`src/rtl/intc_pkg.sv`:
```
package intc_pkg;

  typedef enum logic [2:0] {
    REG_CTL    = 3'd0,
    REG_CAUSE  = 3'd1,
    REG_MCAUSE = 3'd2,
    REG_CSET   = 3'd3,
    REG_MASK   = 3'd4,
    REG_MSET   = 3'd5,
    REG_MCLR   = 3'd6,
    REG_NONE   = 3'd7
  } reg_sel_e;

  typedef struct packed {
    logic wr_ctl;
    logic wr_cause;
    logic wr_mcause;
    logic wr_cset;
    logic wr_mask;
    logic wr_mset;
    logic wr_mclr;
    logic rd_cause;
    logic rd_mcause;
  } strobe_t;

endpackage

```
`src/rtl/intc_decode.sv`:
```
module intc_decode
  import intc_pkg::*;
#(
  parameter int ADDR_W = 5
) (
  input  logic              clk_i,
  input  logic              rst_ni,
  input  logic [ADDR_W-1:0] addr_i,
  input  logic              wr_en_i,
  input  logic              rd_en_i,
  output reg_sel_e          sel_o,
  output strobe_t           st_o
);
  localparam int WORD_W = ADDR_W - 2;

  logic [WORD_W-1:0] word;
  logic              hit;

  assign word  = addr_i[ADDR_W-1:2];
  assign hit   = (addr_i[1:0] == 2'b00) && (word < WORD_W'(7));
  assign sel_o = hit ? reg_sel_e'(word[2:0]) : REG_NONE;

  always_comb begin
    st_o           = '0;
    st_o.wr_ctl    = wr_en_i && sel_o == REG_CTL;
    st_o.wr_cause  = wr_en_i && sel_o == REG_CAUSE;
    st_o.wr_mcause = wr_en_i && sel_o == REG_MCAUSE;
    st_o.wr_cset   = wr_en_i && sel_o == REG_CSET;
    st_o.wr_mask   = wr_en_i && sel_o == REG_MASK;
    st_o.wr_mset   = wr_en_i && sel_o == REG_MSET;
    st_o.wr_mclr   = wr_en_i && sel_o == REG_MCLR;
    st_o.rd_cause  = rd_en_i && sel_o == REG_CAUSE;
    st_o.rd_mcause = rd_en_i && sel_o == REG_MCAUSE;
  end

  // a write reaches at most one register
  a_r2_one_target: assert property (@(posedge clk_i) disable iff (!rst_ni)
    $onehot0({st_o.wr_ctl, st_o.wr_cause, st_o.wr_mcause, st_o.wr_cset,
              st_o.wr_mask, st_o.wr_mset, st_o.wr_mclr}));

endmodule

```
`src/rtl/intc_cfg.sv`:
```
module intc_cfg
  import intc_pkg::*;
#(
  parameter int N_SRC = 32
) (
  input  logic             clk_i,
  input  logic             rst_ni,
  input  strobe_t          st_i,
  input  logic [N_SRC-1:0] wr_data_i,
  output logic [N_SRC-1:0] ctl_o,
  output logic [N_SRC-1:0] mask_o
);
  logic [N_SRC-1:0] mask_n;

  always_comb begin
    mask_n = mask_o;
    if (st_i.wr_mask) mask_n = wr_data_i;
    if (st_i.wr_mset) mask_n = mask_o | wr_data_i;
    if (st_i.wr_mclr) mask_n = mask_o & ~wr_data_i;
  end

  always_ff @(posedge clk_i or negedge rst_ni) begin
    if (!rst_ni) begin
      ctl_o  <= '0;
      mask_o <= '1;
    end else begin
      if (st_i.wr_ctl) ctl_o <= wr_data_i;
      mask_o <= mask_n;
    end
  end

  a_r9_mask_write: assert property (@(posedge clk_i) disable iff (!rst_ni)
    st_i.wr_mask |=> mask_o == $past(wr_data_i));

  a_r10_mask_set: assert property (@(posedge clk_i) disable iff (!rst_ni)
    st_i.wr_mset |=> (mask_o & $past(wr_data_i)) == $past(wr_data_i));

  a_r10_mask_clr: assert property (@(posedge clk_i) disable iff (!rst_ni)
    st_i.wr_mclr |=> (mask_o & $past(wr_data_i)) == '0);

  a_r10_mask_keep: assert property (@(posedge clk_i) disable iff (!rst_ni)
    (st_i.wr_mset || st_i.wr_mclr) |=>
      ((mask_o ^ $past(mask_o)) & ~$past(wr_data_i)) == '0);

endmodule

```
`src/rtl/intc_cause.sv`:
```
module intc_cause
  import intc_pkg::*;
#(
  parameter int N_SRC = 32
) (
  input  logic             clk_i,
  input  logic             rst_ni,
  input  strobe_t          st_i,
  input  logic [N_SRC-1:0] src_i,
  input  logic [N_SRC-1:0] wr_data_i,
  input  logic [N_SRC-1:0] ctl_i,
  input  logic [N_SRC-1:0] mask_i,
  output logic [N_SRC-1:0] cause_o
);
  logic [N_SRC-1:0] cause_n;

  for (genvar b = 0; b < N_SRC; b++) begin : g_bit
    logic clr_b, set_b, vis_b;
    assign vis_b = ~mask_i[b];
    // write-one clears only in W1C mode, read clears only in COR mode
    assign clr_b = (~ctl_i[b] & wr_data_i[b] & (st_i.wr_cause | (st_i.wr_mcause & vis_b)))
                 | ( ctl_i[b] & (st_i.rd_cause | (st_i.rd_mcause & vis_b)));
    assign set_b = src_i[b] | (st_i.wr_cset & wr_data_i[b]);
    // set has priority: hardware event beats same-cycle clear
    assign cause_n[b] = set_b | (cause_o[b] & ~clr_b);
  end

  always_ff @(posedge clk_i or negedge rst_ni) begin
    if (!rst_ni) cause_o <= '0;
    else         cause_o <= cause_n;
  end

  a_r3_r11_src_latch: assert property (@(posedge clk_i) disable iff (!rst_ni)
    (|src_i) |=> (cause_o & $past(src_i)) == $past(src_i));

  a_r8_sw_set: assert property (@(posedge clk_i) disable iff (!rst_ni)
    st_i.wr_cset |=> (cause_o & $past(wr_data_i)) == $past(wr_data_i));

  a_r4_w1c_clear: assert property (@(posedge clk_i) disable iff (!rst_ni)
    st_i.wr_cause |=> (cause_o & $past(wr_data_i & ~ctl_i & ~src_i)) == '0);

  a_r5_cor_clear: assert property (@(posedge clk_i) disable iff (!rst_ni)
    (st_i.rd_cause && !st_i.wr_cset) |=> (cause_o & $past(ctl_i & ~src_i)) == '0);

  a_r7_masked_kept: assert property (@(posedge clk_i) disable iff (!rst_ni)
    (st_i.rd_mcause || st_i.wr_mcause) |=>
      (($past(cause_o & mask_i)) & ~cause_o) == '0);

endmodule

```
`src/rtl/intc_bank.sv`:
```
module intc_bank
  import intc_pkg::*;
#(
  parameter int N_SRC  = 32,
  parameter int ADDR_W = 5
) (
  input  logic              clk_i,
  input  logic              rst_ni,
  input  logic [N_SRC-1:0]  src_i,
  input  logic [ADDR_W-1:0] addr_i,
  input  logic              wr_en_i,
  input  logic [N_SRC-1:0]  wr_data_i,
  input  logic              rd_en_i,
  output logic [N_SRC-1:0]  rd_data_o,
  output logic              irq_o
);
  reg_sel_e         sel;
  strobe_t          st;
  logic [N_SRC-1:0] ctl, mask, cause, pend, rd_mux;

  intc_decode #(.ADDR_W(ADDR_W)) u_decode (
    .clk_i   (clk_i),
    .rst_ni  (rst_ni),
    .addr_i  (addr_i),
    .wr_en_i (wr_en_i),
    .rd_en_i (rd_en_i),
    .sel_o   (sel),
    .st_o    (st)
  );

  intc_cfg #(.N_SRC(N_SRC)) u_cfg (
    .clk_i     (clk_i),
    .rst_ni    (rst_ni),
    .st_i      (st),
    .wr_data_i (wr_data_i),
    .ctl_o     (ctl),
    .mask_o    (mask)
  );

  intc_cause #(.N_SRC(N_SRC)) u_cause (
    .clk_i     (clk_i),
    .rst_ni    (rst_ni),
    .st_i      (st),
    .src_i     (src_i),
    .wr_data_i (wr_data_i),
    .ctl_i     (ctl),
    .mask_i    (mask),
    .cause_o   (cause)
  );

  assign pend = cause & ~mask;

  always_comb begin
    unique case (sel)
      REG_CTL:    rd_mux = ctl;
      REG_CAUSE:  rd_mux = cause;
      REG_MCAUSE: rd_mux = pend;
      REG_MASK:   rd_mux = mask;
      default:    rd_mux = '0;  // write-only aliases and holes
    endcase
  end

  assign rd_data_o = rd_en_i ? rd_mux : '0;

  always_ff @(posedge clk_i or negedge rst_ni) begin
    if (!rst_ni) irq_o <= 1'b0;
    else         irq_o <= |pend;
  end

  a_r12_irq_follows: assert property (@(posedge clk_i) disable iff (!rst_ni)
    1'b1 |=> irq_o == $past(|(cause & ~mask)));

  a_r6_mview_subset: assert property (@(posedge clk_i) disable iff (!rst_ni)
    (rd_en_i && sel == REG_MCAUSE) |-> (rd_data_o & mask) == '0);

endmodule

```
`config.mk`:
```
export PLATFORM = sky130hd
export DESIGN_NAME = intc_bank
export DESIGN_NICKNAME = d
export VERILOG_FILES = /design/src/rtl/intc_pkg.sv /design/src/rtl/intc_decode.sv /design/src/rtl/intc_cfg.sv /design/src/rtl/intc_cause.sv /design/src/rtl/intc_bank.sv
export SDC_FILE = /design/constraint.sdc
export NUM_CORES = 1
export LEC_CHECK = 0
export BUFFER_PORTS_ARGS = -buffer_cell sky130_fd_sc_hd__buf_2
export CAP_MARGIN = 5
export CORE_MARGIN = 2
export CORE_UTILIZATION = 45
export CTS_BUF_LIST = sky130_fd_sc_hd__clkbuf_4 sky130_fd_sc_hd__clkbuf_8
export CTS_CLUSTER_SIZE = 12
export DETAILED_ROUTE_END_ITERATION = 10
export PLACE_DENSITY = 0.74
export SETUP_SLACK_MARGIN = 0.5
export SLEW_MARGIN = 20
export SYNTH_ARGS = -nofsm -noshare
export SYNTH_HDL_FRONTEND = slang
export SYNTH_HIERARCHICAL = 1
export SYNTH_SLANG_ARGS = --single-unit
```
`constraint.sdc`:
```
create_clock -name clk_i -period 3.45 [get_ports clk_i]
set_input_delay 0.345 -clock clk_i [delete_from_list [all_inputs] [get_ports clk_i]]
set_output_delay 0.345 -clock clk_i [all_outputs]
set_load 0.05 [all_outputs]
```
==> flow_metrics.env, run 1 <==
export IMPL_status="finished clean"
export IMPL_cts_sinks=97
export IMPL_final_cells=1135
export IMPL_num_vias=6635
export IMPL_cp_endpoint="rd_data_o[3]"
export IMPL_slew_headroom_pct=28.85
export IMPL_power_frac_clock_pct=29.7
export IMPL_start_util_pct=46.41
export IMPL_grt_pass1_wl_mm=34.87
export IMPL_cts_root_buf="clkbuf_8"
export IMPL_dp_cells=1118
export IMPL_tightestPinTransition_ns=1.063
export IMPL_crit_type="input port to output port"
export IMPL_crit_start="addr_i[0]"
export IMPL_vias_per_cell=5.846
export IMPL_worstSetupStartpointType="input port"
export IMPL_grt_overflow=0
export IMPL_antenna_found_initial=1
export IMPL_power_frac_comb_pct=17.4
export IMPL_numPortBuffers=105
export IMPL_register_area_sq_mm=0.002467
export IMPL_dp_hpwl_mm=13.34
export IMPL_cts_tree="done"
export IMPL_layout_drive_gt1_share_pct=34.71
export IMPL_multi_input_comb_area_sq_mm=0.004472
export IMPL_grt_pass1_vias=6434
export IMPL_clock_path_buffers=2
export IMPL_wl_met3_mm=1.398
export IMPL_top_layer_used="met5"
export IMPL_nFillCells=1556
export IMPL_synth_seq_area_share_pct=33.23
export IMPL_rows=46
export IMPL_grt_max_degree=53
export IMPL_drt_iter0_markers=506
export IMPL_reg2regPathDepth=4
export IMPL_fin_area_sq_mm=0.008190
export IMPL_synth_distinct_cells=40
export IMPL_regToRegStartpoint="u_cfg/mask_o[13]"
export IMPL_syn_nets=911
export IMPL_p_sw_mw=0.7618
export IMPL_place_area_sq_mm=0.007988
export IMPL_cts_buffers_inserted=9
export IMPL_tns_ns=0
export IMPL_drt_pre_antenna_iters=5
export IMPL_route_detailed_drc=0
export IMPL_peakVddDrop_mv=0.2752
export IMPL_p_int_mw=1.798
export IMPL_ys_warn_count=6
export IMPL_insertion_delay_ns=0.39
export IMPL_rsz0062_at_grt="true"
export IMPL_core_area_sq_mm=0.01600
export IMPL_syn_area_sq_mm=0.007426
export IMPL_timing_fmax_mhz=356.6
export IMPL_p_per_area_mw_per_mm2=312.5
export IMPL_antenna_cells=0
export IMPL_clkSlewWorstSetupHoldPaths_ns=0.09
export IMPL_ff2ff_setup_slack_ns=1.88
export IMPL_fin_worst_skew_ns=0.01153
export IMPL_swShare_pct=29.76
export IMPL_final_common_cell="buf_2"
export IMPL_worst_setup_path_end_kind="output port"
export IMPL_finalSetupViolCount=0
export IMPL_hold_class="input port to flip-flop"
export IMPL_drt_met1_wl_mm=9.658
export IMPL_postRouteAntennaNets=0
export IMPL_pwr_share_seq_pct=52.8
export IMPL_fin_nets=987
export IMPL_synth_seq_cells=97
export IMPL_hold_viol=0
export IMPL_fin_crit_ns=2.804
export IMPL_crit_fanout=37
export IMPL_critPathRequiredTime_ns=3.11
export IMPL_p_leak_nw=3.498
export IMPL_die_area_sq_mm=0.01755
export IMPL_final_cell_mix="104 x buf_2, 71 x and2b_1, 67 x a21oi_1"
export IMPL_ios=106
export IMPL_syn_area_per_cell_sq_um=8.861
export IMPL_gp_congestion=0.8170
export IMPL_fin_crit_sh_pct=81.28
export IMPL_area_growth_pct=10.29
export IMPL_die_y_microns=132.5
export IMPL_reg2reg_to="irq_o"
export IMPL_syn_inst=838
export IMPL_wl_mm=21.46
export IMPL_grt_use_total_pct=24.86
export IMPL_route_met2_wl_mm=10.12
export IMPL_drv_cap=0
export IMPL_slew_violations=0
export IMPL_wl_per_cell_microns=18.91
export IMPL_htree_levels=3
export IMPL_die_w_microns=132.5
export IMPL_cp_arrival_ns=2.46
-- worst min-delay path by stage --
| stage | depth (start not counted) | end | startpoint |
|---|---|---|---|
| after floorplan | 0 | irq_o | rst_ni |
| after global placement | 1 | u_cfg/ctl_o[25] | rst_ni |
| after detailed placement | 1 | u_cfg/ctl_o[25] | rst_ni |
| after CTS | 2 | u_cfg/mask_o[30] | wr_data_i[30] |
| after global routing | 2 | u_cfg/mask_o[30] | wr_data_i[30] |
| final | 2 | u_cfg/mask_o[30] | wr_data_i[30] |
-- layer usage --
metal,track usage [%],vias to the layer above
met4,5.496,2
met2,41.85,241
met5,0,-
met1,32.79,3220
met3,5.517,28
li1,-,3144
-- cell families (layout without fill, tap and decap cells) --
group | count (synthesis) | in the layout | share of synthesized area, %
AND/OR/NAND/NOR | 321 | 321 | 27.82
multiplexers | 32 | 32 | 4.852
AO/OA/AOI/OAI | 305 | 305 | 26.93
buffers and inverters | 83 | 164 | 7.178
flip-flops | 97 | 97 | 33.23
-- power groups by stage --
stage | Sequential [mW] | Clock, mW | Combinational, mW
2_1_floorplan | 1.34 | 0 | 0.298
3_3_place_gp | 1.37 | 0 | 0.432
3_5_place_dp | 1.37 | 0 | 0.443
4_1_cts | 1.35 | 0.773 | 0.445
5_1_grt | 1.37 | 0.813 | 0.496
6_report | 1.35 | 0.761 | 0.447
-- cells in the mapped netlist (all sizes together) --
cell type / count / share of area [%]
a211oi: 34 / 5.5
a21o: 32 / 3.4
a21oi: 67 / 4.5
a31o: 32 / 3.8
and2b: 71 / 7.2
buf: 43 / 4.2
bufbuf: 3 / 1.1
clkbuf: 13 / 0.67
dfrtp: 65 / 22
dfstp: 32 / 11
inv: 24 / 1.2
mux2: 32 / 4.9
nand2: 63 / 3.2
nand2b: 14 / 1.3
nand4: 1 / 0.084
nand4bb: 1 / 0.15
nor2: 41 / 2.3
nor2b: 25 / 2.2
nor3: 97 / 11
nor4: 1 / 0.084
o2111ai: 3 / 0.35
o21ai: 127 / 8.6
o22ai: 10 / 0.84
or2: 2 / 0.17
or3: 3 / 0.25
or4b: 2 / 0.32
-- flip-flops by register name (all words and copies together) (netlist names) --
name / flops
irq_o: 1
u_cfg/ctl_o: 32
u_cfg/mask_o: 32
u_cause/cause_o: 32
-- final cells by class --
cell class / count / area share (%)
clock buffer: 14 / 2.200
clock inverter: 2 / 0.1528
inverter: 24 / 1.100
multi-input combinational: 658 / 54.60
sequential: 97 / 30.13
tap: 216 / 3.300
timing repair buffer: 124 / 8.524
-- through the flow --
| step | utilization, % | power (mW) | setup WS, ns | hold WS, ns |
|---|---|---|---|---|
| floorplan | - | 1.637 | 0.5964 | 0.04941 |
| global placement | 49.92 | 1.799 | 0.6376 | 0.4074 |
| detailed placement | 49.92 | 1.815 | 0.6220 | 0.4041 |
| CTS | 51.19 | 2.569 | 0.6224 | 0.1653 |
| global route | 51.19 | 2.684 | 0.4897 | 0.1925 |
| finish | 51.19 | 2.560 | 0.6460 | 0.1771 |
-- worst max-delay path: stages --
cell	delay, ns
buf_2	0.12
or3_2	0.16
buf_4	0.44
inv_1	0.20
nor2_8	0.44
nand2_1	0.13
a211oi_2	0.31
buf_2	0.32
-- repair_timing --
item / CTS / global route
setup buffers: 0 / 0
resized for setup: 0 / 0
hold buffers: 1 / 0
endpoints found under the hold margin: 28 / 0
setup endpoints to repair: 0 / 1
Power figures use the tool's default switching activity.
==> run 2, diff against run 1 <==
ABC_AREA = 1   (was default)
clock period = 2.9 ns   (was 3.45 ns; I/O delays follow)
==> run 2 against run 1 <==
Effect of this change:
- sequential power up 35%
- critical path depth increased by 2
- first-iteration DRC count grew 30%
- design area shrank 1.8%
- hold slack worse by 0.10 ns
- largest power group unchanged
- clock power rose by 29%
- utilization up 1.3 points
- sequential share of layout area up 0.54 points
==> flow_metrics.env, run 2 <==
export IMPL_hold_class="input port to flip-flop"
export IMPL_slew_headroom_pct=52.80
export IMPL_cts_buffers_inserted=9
export IMPL_reg2reg_to="irq_o"
export IMPL_numPortBuffers=105
export IMPL_syn_area_sq_mm=0.007089
export IMPL_clock_path_buffers=2
export IMPL_synth_edf_count=0
export IMPL_core_area_sq_mm=0.01531
export IMPL_synth_area_leaders="nand2_1 30%, dfrtp_1 23%, dfstp_2 12%, inv_1 8.9%, nor2_1 7.9%"
export IMPL_ff2ff_setup_slack_ns=1.61
export IMPL_clkSlewWorstSetupHoldPaths_ns=0.10
export IMPL_drv_cap=0
export IMPL_postRouteAntennaNets=0
export IMPL_synthFlopType="dfrtp_1"
export IMPL_fin_nets=1376
export IMPL_synth_xor_area_share_pct=0
export IMPL_worstSetupStartpointType="input port"
export IMPL_gp_congestion=0.8220
export IMPL_nFillCells=1624
export IMPL_wl_mm=20.95
export IMPL_antenna_cells=0
export IMPL_htree_levels=3
export IMPL_syn_area_per_cell_sq_um=5.854
export IMPL_grt_max_degree=65
export IMPL_p_per_area_mw_per_mm2=438.5
export IMPL_async_flop_share_pct=100.0
export IMPL_hold_viol=0
export IMPL_drt_iter0_markers=656
export IMPL_vias_per_cell=4.897
export IMPL_cts_root_buf="clkbuf_8"
export IMPL_peakVddDrop_mv=0.3018
export IMPL_regToRegStartpoint="u_cfg/mask_o[31]"
export IMPL_synth_most_common_cell="nand2_1"
export IMPL_top_regs="u_cause/cause_o (32), u_cfg/ctl_o (32), u_cfg/mask_o (32)"
export IMPL_tightestPinTransition_ns=0.7079
export IMPL_crit_type="input port to output port"
export IMPL_synth_simple_area_share_pct=43.88
export IMPL_route_detailed_drc=0
export IMPL_fin_crit_sh_pct=78.97
export IMPL_grt_pass1_wl_mm=33.59
export IMPL_area_growth_pct=13.48
export IMPL_worstPathCellList="buf_2, nor2_4, nand2_1, nor3_4, clkbuf_8, nand2_1, nand2_1, nor2_1, nor2_1, buf_2"
export IMPL_synth_seq_area_share_pct=34.80
export IMPL_grt_use_total_pct=25.84
export IMPL_syn_nets=1284
export IMPL_antenna_found_initial=0
export IMPL_cts_tree="done"
export IMPL_drt_pre_antenna_iters=5
export IMPL_status="finished clean"
export IMPL_cp_slowest_cell="clkbuf_8"
export IMPL_final_cell_mix="565 x nand2_1, 168 x inv_1, 144 x nor2_1"
export IMPL_synth_top_family_by_area="simple AND/OR/NAND/NOR gates"
export IMPL_worst_setup_path_end_kind="output port"
export IMPL_ios=106
export IMPL_insertion_delay_ns=0.40
export IMPL_die_area_sq_mm=0.01677
export IMPL_ys_warn_count=6
export IMPL_synth_compound_area_share_pct=7.095
export IMPL_grt_overflow=0
export IMPL_synthAdderAreaFrac_pct=0
export IMPL_fin_worst_skew_ns=0.01002
export IMPL_start_util_pct=46.29
export IMPL_die_w_microns=129.5
export IMPL_critPathMaxStageDelay_ns=0.33
export IMPL_p_leak_nw=4.690
export IMPL_place_area_sq_mm=0.007762
export IMPL_final_util_pct=52.53
export IMPL_yosysTopAreaCell="nand2_1"
export IMPL_muxShareOfSynthArea_pct=0
export IMPL_rsz0062_at_grt="false"
export IMPL_tns_ns=0
export IMPL_rows=45
export IMPL_slew_violations=0
export IMPL_synth_seq_cells=97
export IMPL_timing_fmax_mhz=436.7
export IMPL_fin_crit_ns=2.290
export IMPL_reg2regPathDepth=7
export IMPL_cp_endpoint="rd_data_o[5]"
export IMPL_final_common_cell="nand2_1"
export IMPL_crit_fanout=32
export IMPL_crit_start="addr_i[0]"
export IMPL_num_vias=7439
export IMPL_yosys_area_top_type_share_pct=29.92
export IMPL_cts_sinks=97
export IMPL_fin_area_sq_mm=0.008045
export IMPL_synth_distinct_cells=21
export IMPL_grt_pass1_vias=6784
export IMPL_dp_hpwl_mm=13.86
export IMPL_cp_common_cell="nand2_1"
export IMPL_die_y_microns=129.5
export IMPL_layout_drive_gt1_share_pct=14.91
export IMPL_cp_arrival_ns=2.00
export IMPL_finalSetupViolCount=0
export IMPL_critPathRequiredTime_ns=2.61
export IMPL_synth_commonest_cells="565 x nand2_1, 168 x inv_1, 150 x nor2_1, 67 x nand3_1, 65 x dfrtp_1"
export IMPL_wl_per_cell_microns=13.79
export IMPL_syn_inst=1211
## run 2: cell types whose count changed in the layout (fill, tap and decap cells not counted), sizes merged, moves of 25 or more
| cell | before | now |
|---|---|---|
| mux2 | 32 | 0 |
| nor3 | 97 | 2 |
| a211oi | 34 | 0 |
| a31o | 32 | 0 |
| nand2 | 63 | 566 |
| inv | 24 | 170 |
| and2b | 71 | 0 |
| o21ai | 127 | 35 |
| nor2 | 41 | 154 |
| nor2b | 25 | 0 |
| a21o | 32 | 0 |
| nand3 | 0 | 67 |
## run 2: worst max-delay path: cells and delay by family
kind | cells | cell delay (ns)
buffers and inverters | 3 | 0.72
and+or+nand+nor | 7 | 0.97
## run 2: worst min-delay path by stage
| stage | from | end | slack (ns) | cells after the start |
|---|---|---|---|---|
| after global placement | rst_ni | u_cause/cause_o[29] | 0.36 | 1 |
| after floorplan | rst_ni | irq_o | -0.006 | 0 |
| after detailed placement | rst_ni | u_cause/cause_o[29] | 0.35 | 1 |
| after CTS | src_i[3] | u_cause/cause_o[3] | 0.07 | 3 |
| final | src_i[30] | u_cause/cause_o[30] | 0.07 | 3 |
| after global routing | src_i[4] | u_cause/cause_o[4] | 0.07 | 3 |
## run 2: cells by family (layout without fill, tap and decap cells)
kind of cell,after synthesis,count (layout)
AND/OR/NAND/NOR,792,792
buffers and inverters,222,319
AO/OA/AOI/OAI,100,100
flip-flops,97,97
## run 2: per-layer routing
metal	up-vias	global-route usage, %	routed length [microns]
met5	-	0	0
met4	0	10.75	560
met2	293	42.91	9621
met1	3319	33.01	9159
li1	3792	-	-
met3	35	5.202	1605
## run 2: power breakdown
group | switching [mW] | internal, mW | leakage (nW)
registers | 0.194 | 1.62 | 1.05
logic | 0.477 | 0.251 | 3.53
clock network | 0.496 | 0.488 | 0.114
total | 1.17 | 2.36 | 4.69
## run 2: per-stage QoR
| stage | power (mW) | setup WS (ns) | hold slack [ns] | std cells |
|---|---|---|---|---|
| finish | 3.528 | 0.6099 | 0.07410 | 1519 |
| global route | 3.759 | 0.4899 | 0.06806 | 1519 |
| CTS | 3.531 | 0.5540 | 0.06840 | 1517 |
| detailed placement | 2.551 | 0.4928 | 0.3516 | 1500 |
| global placement | 2.526 | 0.5565 | 0.3636 | 1500 |
| floorplan | 2.297 | 0.6712 | -0.005591 | 1211 |
## run 2: layout make-up
type / instances / area (sq um) / area share, %
sequential: 97 / 2467 / 30.67
tap: 211 / 264.0 / 3.281
inverter: 170 / 638.1 / 7.932
multi-input combinational: 892 / 3640 / 45.24
clock inverter: 2 / 35.03 / 0.4355
clock buffer: 14 / 180.2 / 2.240
timing repair buffer: 133 / 820.8 / 10.20
## run 2: timing repair
| item | 4_1_cts | 5_1_grt |
|---|---|---|
| endpoints found under the hold margin | 31 | 0 |
| hold buffers | 1 | 0 |
| buffers inserted | 0 | 2 |
| pin swaps | 0 | 1 |
| gates resized for setup | 1 | 16 |
| endpoints found under the setup margin | 2 | 31 |
==> run 3, diff against run 2 <==
ABC_AREA = 0   (was 1)
PLACE_DENSITY = 0.77   (was 0.74)
clock period = 2.1 ns   (was 2.9 ns; I/O delays follow)
==> run 3 against run 2 <==
Effect of this change:
- the flow now finishes with violations (setup timing)
- global-route usage increased by 4.8 points
- utilization grew 12 points
- wire length rose by 36%
- largest cell class unchanged
- critical endpoint is now rd_data_o[3]
- count of clock-buffer cells in the layout grew 2
==> flow_metrics.env, run 3 (synthesis gave the netlist of run 1 again) <==
export IMPL_status="complete, but fails checks"
export IMPL_violations="setup timing"
export IMPL_dp_hpwl_mm=14.28
export IMPL_hold_end="u_cfg/mask_o[29]"
export IMPL_route_detailed_drc=0
export IMPL_ios=106
export IMPL_numPortBuffers=105
export IMPL_critPathTopFamily="simple AND/OR/NAND/NOR gates"
export IMPL_reg2reg_to="irq_o"
export IMPL_crit_start="addr_i[1]"
export IMPL_cts_buffers_inserted=9
export IMPL_register_area_sq_mm=0.002467
export IMPL_place_area_sq_mm=0.008742
export IMPL_worst_setup_path_end_kind="output port"
export IMPL_multi_input_comb_area_sq_mm=0.005293
export IMPL_grt_pass1_wl_mm=41.86
export IMPL_core_area_sq_mm=0.01600
export IMPL_hold_slack_ns=0.03434
export IMPL_p_leak_nw=4.374
export IMPL_drt_pre_antenna_iters=6
export IMPL_rows=46
export IMPL_timing_fmax_mhz=460.5
export IMPL_clkSlewWorstSetupHoldPaths_ns=0.10
export IMPL_fin_nets=1047
export IMPL_drv_cap=0
export IMPL_final_common_cell="and2b_1"
export IMPL_fin_ws_ns=-0.07139
export IMPL_hold_depth=2
export IMPL_cp_depth=8
export IMPL_fin_worst_skew_ns=0.01476
export IMPL_fin_area_sq_mm=0.01038
export IMPL_p_per_area_mw_per_mm2=441.2
export IMPL_fin_crit_ns=2.171
export IMPL_gp_congestion=0.8244
export IMPL_hold_class="input port to flip-flop"
export IMPL_start_util_pct=46.41
export IMPL_critPathBufInv=3
export IMPL_drt_iter0_markers=1069
export IMPL_rsz0062_at_grt="true"
export IMPL_die_w_microns=132.5
export IMPL_area_growth_pct=39.78
export IMPL_final_cell_mix="71 x and2b_1, 70 x buf_2, 66 x o21ai_1"
export IMPL_layout_drive_gt1_share_pct=49.03
export IMPL_cp_arrival_ns=1.96
export IMPL_regToRegStartpoint="u_cfg/mask_o[5]"
export IMPL_cp_slowest_cell="or3_4"
export IMPL_postRouteAntennaNets=0
export IMPL_critPathMaxStageDelay_ns=0.39
export IMPL_grt_use_total_pct=30.62
export IMPL_grt_max_degree=54
export IMPL_finalSetupViolCount=10
export IMPL_num_vias=7564
export IMPL_grt_pass1_vias=7367
export IMPL_vias_per_cell=6.330
export IMPL_crit_type="input port to output port"
export IMPL_worstSetupStartpointType="input port"
export IMPL_insertion_delay_ns=0.41
export IMPL_htree_levels=3
export IMPL_fin_crit_sh_pct=103.4
export IMPL_wl_mm=28.50
export IMPL_top_regs="u_cause/cause_o (32), u_cfg/ctl_o (32), u_cfg/mask_o (32)"
export IMPL_total_power_mw=4.580
export IMPL_reg2regPathDepth=4
export IMPL_slew_headroom_pct=68.30
export IMPL_cts_root_buf="clkbuf_8"
export IMPL_crit_fanout=32
export IMPL_cts_tree="done"
export IMPL_hp_start="wr_data_i[29]"
export IMPL_tightestPinTransition_ns=0.4737
export IMPL_nFillCells=1232
export IMPL_critPathRequiredTime_ns=1.89
export IMPL_clock_path_buffers=2
export IMPL_wl_per_cell_microns=23.85
export IMPL_ff2ff_setup_slack_ns=0.58
export IMPL_grt_overflow=0
export IMPL_cts_sinks=97
export IMPL_die_area_sq_mm=0.01755
export IMPL_hold_viol=0
export IMPL_antenna_found_initial=0
export IMPL_worstPathCellList="buf_8, or3_4, or2_4, buf_12, nor2_2, a21oi_2, a211oi_4, buf_6"
export IMPL_peakVddDrop_mv=0.2649
export IMPL_antenna_cells=0
export IMPL_slew_violations=0
export IMPL_die_y_microns=132.5
## run 3: cell types whose count changed in the layout (fill, tap and decap cells not counted), moves of 62 or more
cell,change
and2b_1,+71
inv_1,-145
nand2_1,-519
nand3_1,-67
nor2_1,-125
nor3_2,+62
o21ai_1,+66
## run 3: layer usage
metal	vias up	share of wire, %	track usage [%]
li1	3246	-	-
met5	-	0	0
met4	0	5.4	13.50
met1	3663	38	41.15
met3	123	10	5.441
met2	532	47	48.50
## run 3: timing repair
action                     in CTS  in global routing
hold buffers                    1                  0
hold endpoints to repair       21                  0
gates cloned                   13                  2
pin swaps                      48                 40
setup endpoints to repair      96                117
buffers inserted               17                  5
resized for setup             159                 96
## run 3: worst reg2reg max path, delay by kind of cell, from the launching register on
| kind | cells | cell delay, ns |
|---|---|---|
| compound gates | 1 | 0.15 |
| flops | 1 | 0.67 |
| simple gates | 3 | 0.60 |
## run 3: power breakdown
part,internal [mW],switching [mW],leakage [nW]
Combinational,0.539,0.535,3.24
Clock,0.547,0.694,0.0995
Sequential,2.05,0.217,1.03
## run 3: worst max path at each step
stage,slack [ns],to
detailed placement,-0.25,rd_data_o[29]
floorplan,0.08,rd_data_o[4]
CTS,0.006,rd_data_o[0]
global route,-0.07,rd_data_o[3]
global placement,-0.21,rd_data_o[0]
finish,-0.07,rd_data_o[3]
## run 3: through the flow
step	util [%]	cells	setup WS [ns]	setup TNS (ns)
global route	64.87	1195	-0.07492	-0.6134
finish	64.87	1195	-0.07139	-0.2130
detailed placement	54.64	1141	-0.2495	-6.236
global placement	54.64	1141	-0.2071	-5.378
floorplan	-	838	0.07771	0
CTS	62.45	1188	0.006473	0
## run 3: final cells by class
type	instances	area share, %
Multi-Input combinational cell	658	50.99
Sequential cell	97	23.77
Timing Repair Buffer	184	20.01
Tap cell	216	2.604
Clock buffer	16	1.760
Inverter	24	0.8679
